**config.mk**
```make
export PLATFORM = sky130hd
export DESIGN_NAME = dcf_debug_fifo
export DESIGN_NICKNAME = d
export VERILOG_FILES = /design/src/rtl/dcf_pkg.sv /design/src/rtl/dcf_fifo.sv /design/src/rtl/dcf_irq.sv /design/src/rtl/dcf_debug_fifo.sv
export SDC_FILE = /design/constraint.sdc
export NUM_CORES = 1
export LEC_CHECK = 0
export ABC_AREA = 1
export CORE_MARGIN = 5
export CORE_UTILIZATION = 35
export CTS_BUF_LIST = sky130_fd_sc_hd__clkbuf_4 sky130_fd_sc_hd__clkbuf_8
export DETAILED_ROUTE_END_ITERATION = 10
export HOLD_SLACK_MARGIN = 0.02
export PLACE_DENSITY_LB_ADDON = 0.2
export SLEW_MARGIN = 20
export SYNTH_ARGS = -nofsm -noshare
export SYNTH_HDL_FRONTEND = slang
export SYNTH_SLANG_ARGS = --single-unit
export TNS_END_PERCENT = 20
```
**constraint.sdc**
```tcl
create_clock -name clk -period 8.62 [get_ports clk]
set_clock_uncertainty 0.2 [all_clocks]
set_input_delay 1.293 -clock clk [delete_from_list [all_inputs] [get_ports clk]]
set_output_delay 1.293 -clock clk [all_outputs]
set_load 0.02 [all_outputs]
```
**src/rtl/dcf_pkg.sv**
```systemverilog
// Shared constants and types for the tagged debug word FIFO.
// Assumes byte addressing with 8-byte register spacing.
package dcf_pkg;
    localparam int WORD_W = 32;
    localparam int CHAN_W = 4;
    localparam int NUM_CHAN = 16;

    localparam logic [7:0] OFS_ACCESS = 8'h00;
    localparam logic [7:0] OFS_CONFIG = 8'h08;
    localparam logic [7:0] OFS_STATUS = 8'h10;
    localparam logic [7:0] OFS_RXDATA = 8'h18;
    localparam int TX_WORD_BASE = 4;  // 0x20 >> 3

    typedef enum logic [1:0] {
        TXT_OFF       = 2'd0,
        TXT_EMPTY     = 2'd1,
        TXT_NOTFULL   = 2'd2,
        TXT_NEAREMPTY = 2'd3
    } tx_thr_e;

    typedef enum logic [1:0] {
        RXT_OFF      = 2'd0,
        RXT_FULL     = 2'd1,
        RXT_NOTEMPTY = 2'd2,
        RXT_NEARFULL = 2'd3
    } rx_thr_e;

    typedef struct packed {
        logic [CHAN_W-1:0] chan;
        logic [WORD_W-1:0] data;
    } tagged_word_t;
endpackage

```
**src/rtl/dcf_fifo.sv**
```systemverilog
// Synchronous FIFO with occupancy count. A push when full and a pop when
// empty are ignored. Push and pop may occur in the same cycle.
// Assumes DEPTH >= 2.
module dcf_fifo #(
    parameter int DEPTH = 8,
    parameter int WIDTH = 36,
    localparam int PTR_W = $clog2(DEPTH),
    localparam int CNT_W = $clog2(DEPTH + 1)
) (
    input  logic             clk,
    input  logic             rst_n,
    input  logic             push,
    input  logic [WIDTH-1:0] push_data,
    input  logic             pop,
    output logic [WIDTH-1:0] head_data,
    output logic [CNT_W-1:0] count,
    output logic             full,
    output logic             empty
);
    logic [WIDTH-1:0] mem [DEPTH];
    logic [PTR_W-1:0] wr_ptr, rd_ptr;
    logic             do_push, do_pop;

    assign full      = (count == CNT_W'(DEPTH));
    assign empty     = (count == '0);
    assign do_push   = push && !full;
    assign do_pop    = pop && !empty;
    assign head_data = mem[rd_ptr];

    // Storage write on an accepted push.
    always_ff @(posedge clk) begin
        if (do_push) mem[wr_ptr] <= push_data;
    end

    // Pointer and occupancy bookkeeping.
    always_ff @(posedge clk) begin
        if (!rst_n) begin
            wr_ptr <= '0;
            rd_ptr <= '0;
            count  <= '0;
        end else begin
            if (do_push)
                wr_ptr <= (wr_ptr == PTR_W'(DEPTH - 1)) ? '0 : wr_ptr + 1'b1;
            if (do_pop)
                rd_ptr <= (rd_ptr == PTR_W'(DEPTH - 1)) ? '0 : rd_ptr + 1'b1;
            case ({do_push, do_pop})
                2'b10:   count <= count + 1'b1;
                2'b01:   count <= count - 1'b1;
                default: count <= count;
            endcase
        end
    end

    p_no_overflow_r3: assert property (@(posedge clk) disable iff (!rst_n)
        count <= CNT_W'(DEPTH));
    p_full_push_hold_r3: assert property (@(posedge clk) disable iff (!rst_n)
        (full && push && !pop) |=> (full && $stable(count)));
    p_empty_pop_hold_r5: assert property (@(posedge clk) disable iff (!rst_n)
        (empty && pop && !push) |=> empty);
endmodule

```
**src/rtl/dcf_irq.sv**
```systemverilog
// Threshold interrupt: ORs the TX and RX fill conditions selected by the
// mode fields. Purely combinational from registered counts and modes.
module dcf_irq
    import dcf_pkg::*;
#(
    parameter int TX_DEPTH = 8,
    parameter int RX_DEPTH = 8,
    localparam int TXC_W = $clog2(TX_DEPTH + 1),
    localparam int RXC_W = $clog2(RX_DEPTH + 1),
    localparam int TXQ_W = TXC_W + 3,
    localparam int RXQ_W = RXC_W + 3
) (
    input  logic             clk,
    input  logic             rst_n,
    input  tx_thr_e          tx_mode,
    input  rx_thr_e          rx_mode,
    input  logic [TXC_W-1:0] tx_cnt,
    input  logic [RXC_W-1:0] rx_cnt,
    output logic             irq
);
    logic [TXQ_W-1:0] tx_x4;
    logic [RXQ_W-1:0] rx_x4;
    logic             tx_hit, rx_hit;

    assign tx_x4 = TXQ_W'({tx_cnt, 2'b00});
    assign rx_x4 = RXQ_W'({rx_cnt, 2'b00});

    // TX condition selected by mode.
    always_comb begin
        case (tx_mode)
            TXT_EMPTY:     tx_hit = (tx_cnt == '0);
            TXT_NOTFULL:   tx_hit = (tx_cnt != TXC_W'(TX_DEPTH));
            TXT_NEAREMPTY: tx_hit = (tx_x4 <= TXQ_W'(TX_DEPTH));
            default:       tx_hit = 1'b0;
        endcase
    end

    // RX condition selected by mode.
    always_comb begin
        case (rx_mode)
            RXT_FULL:     rx_hit = (rx_cnt == RXC_W'(RX_DEPTH));
            RXT_NOTEMPTY: rx_hit = (rx_cnt != '0);
            RXT_NEARFULL: rx_hit = (rx_x4 >= RXQ_W'(3 * RX_DEPTH));
            default:      rx_hit = 1'b0;
        endcase
    end

    assign irq = tx_hit || rx_hit;

    p_irq_quiet_r9: assert property (@(posedge clk) disable iff (!rst_n)
        (tx_mode == TXT_OFF && rx_mode == RXT_OFF) |-> !irq);
    p_tx_empty_irq_r7: assert property (@(posedge clk) disable iff (!rst_n)
        (tx_mode == TXT_EMPTY && tx_cnt == '0) |-> irq);
    p_rx_full_irq_r8: assert property (@(posedge clk) disable iff (!rst_n)
        (rx_mode == RXT_FULL && rx_cnt == RXC_W'(RX_DEPTH)) |-> irq);
endmodule

```
**src/rtl/dcf_debug_fifo.sv**
```systemverilog
// Top: register decode, threshold configuration, status assembly, and the
// two tagged FIFOs with their host-side valid/ready streams.
// Assumes ADDR_W >= 8 and depths of 2..127 words.
module dcf_debug_fifo
    import dcf_pkg::*;
#(
    parameter int TX_DEPTH = 8,
    parameter int RX_DEPTH = 8,
    parameter int ADDR_W   = 8
) (
    input  logic              clk,
    input  logic              rst_n,
    input  logic [ADDR_W-1:0] reg_addr,
    input  logic              reg_wr,
    input  logic              reg_rd,
    input  logic [WORD_W-1:0] reg_wdata,
    output logic [WORD_W-1:0] reg_rdata,
    output logic              host_tx_valid,
    input  logic              host_tx_ready,
    output logic [WORD_W-1:0] host_tx_data,
    output logic [CHAN_W-1:0] host_tx_chan,
    input  logic              host_rx_valid,
    output logic              host_rx_ready,
    input  logic [WORD_W-1:0] host_rx_data,
    input  logic [CHAN_W-1:0] host_rx_chan,
    output logic              irq
);
    localparam int TXC_W = $clog2(TX_DEPTH + 1);
    localparam int RXC_W = $clog2(RX_DEPTH + 1);
    localparam int ENT_W = $bits(tagged_word_t);
    localparam int IDX_W = ADDR_W - 3;

    tx_thr_e      tx_mode;
    rx_thr_e      rx_mode;
    tagged_word_t tx_in, tx_head, rx_in, rx_head;
    logic [TXC_W-1:0] tx_cnt;
    logic [RXC_W-1:0] rx_cnt;
    logic tx_full, tx_empty, rx_full, rx_empty;
    logic [IDX_W-1:0] word_idx;
    logic sel_tx, sel_cfg, sel_rx;
    logic tx_push, tx_pop, rx_push, rx_pop;
    logic [CHAN_W-1:0] head_chan;

    // Address decode for the transmit window and single registers.
    assign word_idx = reg_addr[ADDR_W-1:3];
    assign sel_tx   = (reg_addr[2:0] == 3'b000) &&
                      (word_idx >= IDX_W'(TX_WORD_BASE)) &&
                      (word_idx <  IDX_W'(TX_WORD_BASE + NUM_CHAN));
    assign sel_cfg  = (reg_addr == ADDR_W'(OFS_CONFIG));
    assign sel_rx   = (reg_addr == ADDR_W'(OFS_RXDATA));

    assign tx_push    = reg_wr && sel_tx;
    assign tx_in.chan = CHAN_W'(word_idx - IDX_W'(TX_WORD_BASE));
    assign tx_in.data = reg_wdata;
    assign tx_pop     = host_tx_valid && host_tx_ready;

    assign rx_push    = host_rx_valid && host_rx_ready;
    assign rx_in.chan = host_rx_chan;
    assign rx_in.data = host_rx_data;
    assign rx_pop     = reg_rd && sel_rx;

    dcf_fifo #(.DEPTH(TX_DEPTH), .WIDTH(ENT_W)) tx_fifo_i (
        .clk(clk), .rst_n(rst_n),
        .push(tx_push), .push_data(tx_in),
        .pop(tx_pop), .head_data(tx_head),
        .count(tx_cnt), .full(tx_full), .empty(tx_empty)
    );

    dcf_fifo #(.DEPTH(RX_DEPTH), .WIDTH(ENT_W)) rx_fifo_i (
        .clk(clk), .rst_n(rst_n),
        .push(rx_push), .push_data(rx_in),
        .pop(rx_pop), .head_data(rx_head),
        .count(rx_cnt), .full(rx_full), .empty(rx_empty)
    );

    assign host_tx_valid = !tx_empty;
    assign host_tx_data  = tx_head.data;
    assign host_tx_chan  = tx_head.chan;
    assign host_rx_ready = !rx_full;
    assign head_chan     = rx_empty ? '0 : rx_head.chan;

    // Threshold mode register, written through the configuration offset.
    always_ff @(posedge clk) begin
        if (!rst_n) begin
            tx_mode <= TXT_OFF;
            rx_mode <= RXT_OFF;
        end else if (reg_wr && sel_cfg) begin
            tx_mode <= tx_thr_e'(reg_wdata[19:18]);
            rx_mode <= rx_thr_e'(reg_wdata[17:16]);
        end
    end

    // Read data multiplexer, combinational from the address.
    always_comb begin
        reg_rdata = '0;
        if (sel_cfg)
            reg_rdata = {12'b0, tx_mode, rx_mode, 8'(TX_DEPTH), 8'(RX_DEPTH)};
        else if (reg_addr == ADDR_W'(OFS_STATUS))
            reg_rdata = {8'(tx_cnt), 8'(rx_cnt), 8'b0, head_chan,
                         rx_empty, rx_full, tx_empty, tx_full};
        else if (sel_rx)
            reg_rdata = rx_empty ? '0 : rx_head.data;
    end

    dcf_irq #(.TX_DEPTH(TX_DEPTH), .RX_DEPTH(RX_DEPTH)) irq_i (
        .clk(clk), .rst_n(rst_n),
        .tx_mode(tx_mode), .rx_mode(rx_mode),
        .tx_cnt(tx_cnt), .rx_cnt(rx_cnt),
        .irq(irq)
    );

    p_rx_empty_read_zero_r5: assert property (@(posedge clk) disable iff (!rst_n)
        (reg_rd && sel_rx && rx_empty) |-> (reg_rdata == '0));
    p_tx_accept_one_r2: assert property (@(posedge clk) disable iff (!rst_n)
        (tx_push && !tx_full && !tx_pop) |=> (tx_cnt == $past(tx_cnt) + 1'b1));
    p_rx_full_refuse_r10: assert property (@(posedge clk) disable iff (!rst_n)
        (rx_full && host_rx_valid && !rx_pop) |=> (rx_cnt == RXC_W'(RX_DEPTH)));
endmodule

```
==> impl_metrics.ini <==
[synth]
synth_top_family_by_area = simple AND/OR/NAND/NOR gates
syn_area_um2 = 24300
synth_compound_area_share_pct = 9.55
synthXorXnorAreaFrac_pct = 0.180
synthAdderAreaFrac_pct = 0.853
synth-main-ff-cell = edfxtp_1
synthCells = 1956
synth_edf_count = 576
synth_nets = 2054
synth_warnings = 0
synth.area.mux_share_pct = 0
avgSynthCellArea_um2 = 12.4
synthSimpleGateAreaFrac_pct = 12.6
ys_seq_area_share_pct = 73.5
ys_seq_elements = 606
async_reset_ff_share_pct = 0
synth_cell_types = 40

[clock_tree]
path_clk_slew_ns = 0.06
cts_resized = 0
cts_root_buffer = clkbuf_8
hold_buffers = 0
cts.sinks = 606
clk_path_buf_depth = 3
htreeDepth = 3
tritoncts = built
clk_latency_ns = 0.68
cts_buffers = 101
cts_setup_buffers = 0

[timing]
fmax_mhz = 165
final-max-slew-violation-count = 0
timing.hold.ws_ns = 0.283
rsz0062_at_grt = no
setup_viol = 0
worst_slew_margin_rel_pct = 18.4
finalCritPeriodShare_pct = 70.2
hold_viol_final = 0
fin_setup_tns_ns = 0
tightest_slew_ns = 1.22
min_period_ns = 6.05

[drt]
totalWireLength_um = 62900
wl_per_cell_um = 20.0
highest_layer = met5
viasPerCell = 5.00
drt-pass1-iter-count = 5
met2_length_um = 30400
drt_iter0_drc = 1374
drc = 0
wl_met1_um = 27300
wl_met3_um = 4080
vias = 15700
drt.antenna.violating_nets = 0

[run]
maxCapViolCount = 0

[layout]
nNetsFinal = 2222
final_cell_mix = edfxtp_1 (576), nor2_1 (513), o21ai_0 (221)
area_growth_pct = 18.1
final_common_cell = edfxtp_1
drive_gt1_share_pct = 10.2
nFillCells = 6444

[grt]
grt.total_usage_pct = 16.3
antenna_found_initial = 10
grt_max_degree = 92
overflow = 0
grt_pass1_vias = 15300
grt_pass1_wl_um = 93900

[placement]
io_buffers = 152
place_hpwl_um = 35000
routabilityCongestion = 0.780

[floorplan]
die-width_um = 274
core-area_um2 = 68800
start_util_pct = 35.4
io_pins = 153
die-area_um2 = 74900
die_y_um = 274
num_rows = 96

[worst_setup_path]
rrSetupSlack_ns = 5.15
arrival_ns = 4.56
path_max_fanout = 16
crit_path_end_kind = output port
critPathKind = input port to output port
ff2ff_path_depth = 9
crit_path_start_kind = input port
worstReg2RegStart = tx_fifo_i.count[2]$_SDFFE_PN0P_
crit_required_ns = 7.13
reg2reg_to = tx_fifo_i.mem[5][30]$_DFFE_PP_

[min_path]
whs_path_depth = 2
hp-class = register to register
hold_start = tx_fifo_i.rd_ptr[1]$_SDFFE_PN0P_

[power]
peakVddDrop_mv = 0.114
power.leakage_nw = 9.72
power_density_nw_per_um2 = 249

[outcome]
run_status = finished clean
worst max path at each step:
stage           startpoint                       endpoint  slack (ns)  cells past startpoint
2_1_floorplan  reg_addr[5]  tx_fifo_i.mem[0][0]$_DFFE_PP_        4.40                      6
3_3_place_gp   reg_addr[7]                  reg_rdata[27]        2.68                      7
3_5_place_dp   reg_addr[3]                  reg_rdata[24]        2.60                      7
4_1_cts        reg_addr[3]                   reg_rdata[3]        2.59                      7
5_1_grt        reg_addr[5]                   reg_rdata[3]        2.48                      7
6_report       reg_addr[5]                   reg_rdata[3]        2.57                      7
critical path, stage by stage:
cell and delay (ns):
clkdlybuf4s50_1 0.43, inv_1 0.35, nand2_1 0.16, nor3_2 0.93
inv_2 0.43, o211ai_1 0.30, clkdlybuf4s50_1 0.65
through the flow:
stage / area (um^2) / instances / power, W / worst slack (ns) / utilization, %
after CTS: 28700 / 3132 / 0.00728 / 2.59 / 41.7
after global routing: 28700 / 3135 / 0.00752 / 2.48 / 41.7
after floorplan: 24300 / 1956 / 0.00419 / 4.40 / -
final: 28700 / 3139 / 0.00716 / 2.57 / 41.8
after detailed placement: 26700 / 2952 / 0.00478 / 2.60 / 38.9
after global placement: 26700 / 2952 / 0.00476 / 2.68 / 38.9
power breakdown:
part	switching, W	internal [W]
registers	0.0000850	0.00329
logic	0.000828	0.000486
clock network	0.00115	0.00133
Yosys cell counts, types with 2 or more instances:
library cell | number | area (um^2)
o21ai_1 | 17 | 85.1
a21oi_1 | 27 | 135
nand2_1 | 183 | 687
nand3_2 | 2 | 20.0
dfxtp_1 | 30 | 601
clkinv_1 | 4 | 15.0
buf_2 | 35 | 175
o32ai_1 | 72 | 631
nor2_2 | 2 | 12.5
inv_2 | 5 | 18.8
a31oi_1 | 15 | 93.8
xnor2_1 | 4 | 35.0
o211a_1 | 2 | 20.0
ha_1 | 15 | 188
buf_1 | 3 | 11.3
clkbuf_1 | 44 | 165
buf_6 | 8 | 90.1
edfxtp_1 | 576 | 17300
inv_1 | 39 | 146
buf_4 | 21 | 158
nand2_2 | 2 | 12.5
o211ai_1 | 27 | 203
nand3_1 | 55 | 275
o221ai_1 | 4 | 35.0
nor2_1 | 529 | 1990
o21ai_0 | 221 | 1110
sequential cells by signal (all words and copies together) (netlist names), named ones only:
signal            cells
rx_fifo_i.rd_ptr      3
tx_fifo_i.mem       288
rx_fifo_i.mem       288
rx_mode               2
tx_mode               2
rx_fifo_i.count       4
tx_fifo_i.count       4
tx_fifo_i.rd_ptr      3
rx_fifo_i.wr_ptr      3
tx_fifo_i.wr_ptr      3
routing by layer:
| metal | track usage (%) | up-vias |
|---|---|---|
| met5 | 0 | - |
| met4 | 4.35 | 4 |
| met3 | 3.83 | 91 |
| met2 | 27.0 | 425 |
| met1 | 21.8 | 7767 |
| li1 | - | 7400 |
cell type report:
type / count / area [um^2] / share of cell area (%)
diodes: 7 / 17.5 / 0.0610
clock inverters: 39 / 245 / 0.853
clock buffers: 141 / 1730 / 6.01
inverters: 49 / 189 / 0.657
well taps: 931 / 1160 / 4.05
repair buffers: 178 / 1720 / 5.97
flip-flops and latches: 606 / 17900 / 62.3
multi-input cells: 1188 / 5760 / 20.1
cells by family after synthesis:
logic type,count (synthesis)
AND/OR/NAND/NOR,780
XOR/XNOR,5
buffers and inverters,162
AO/OA/AOI/OAI,387
flip-flops,606
adder cells (fa/ha/maj),16
Power figures use the tool's default switching activity.
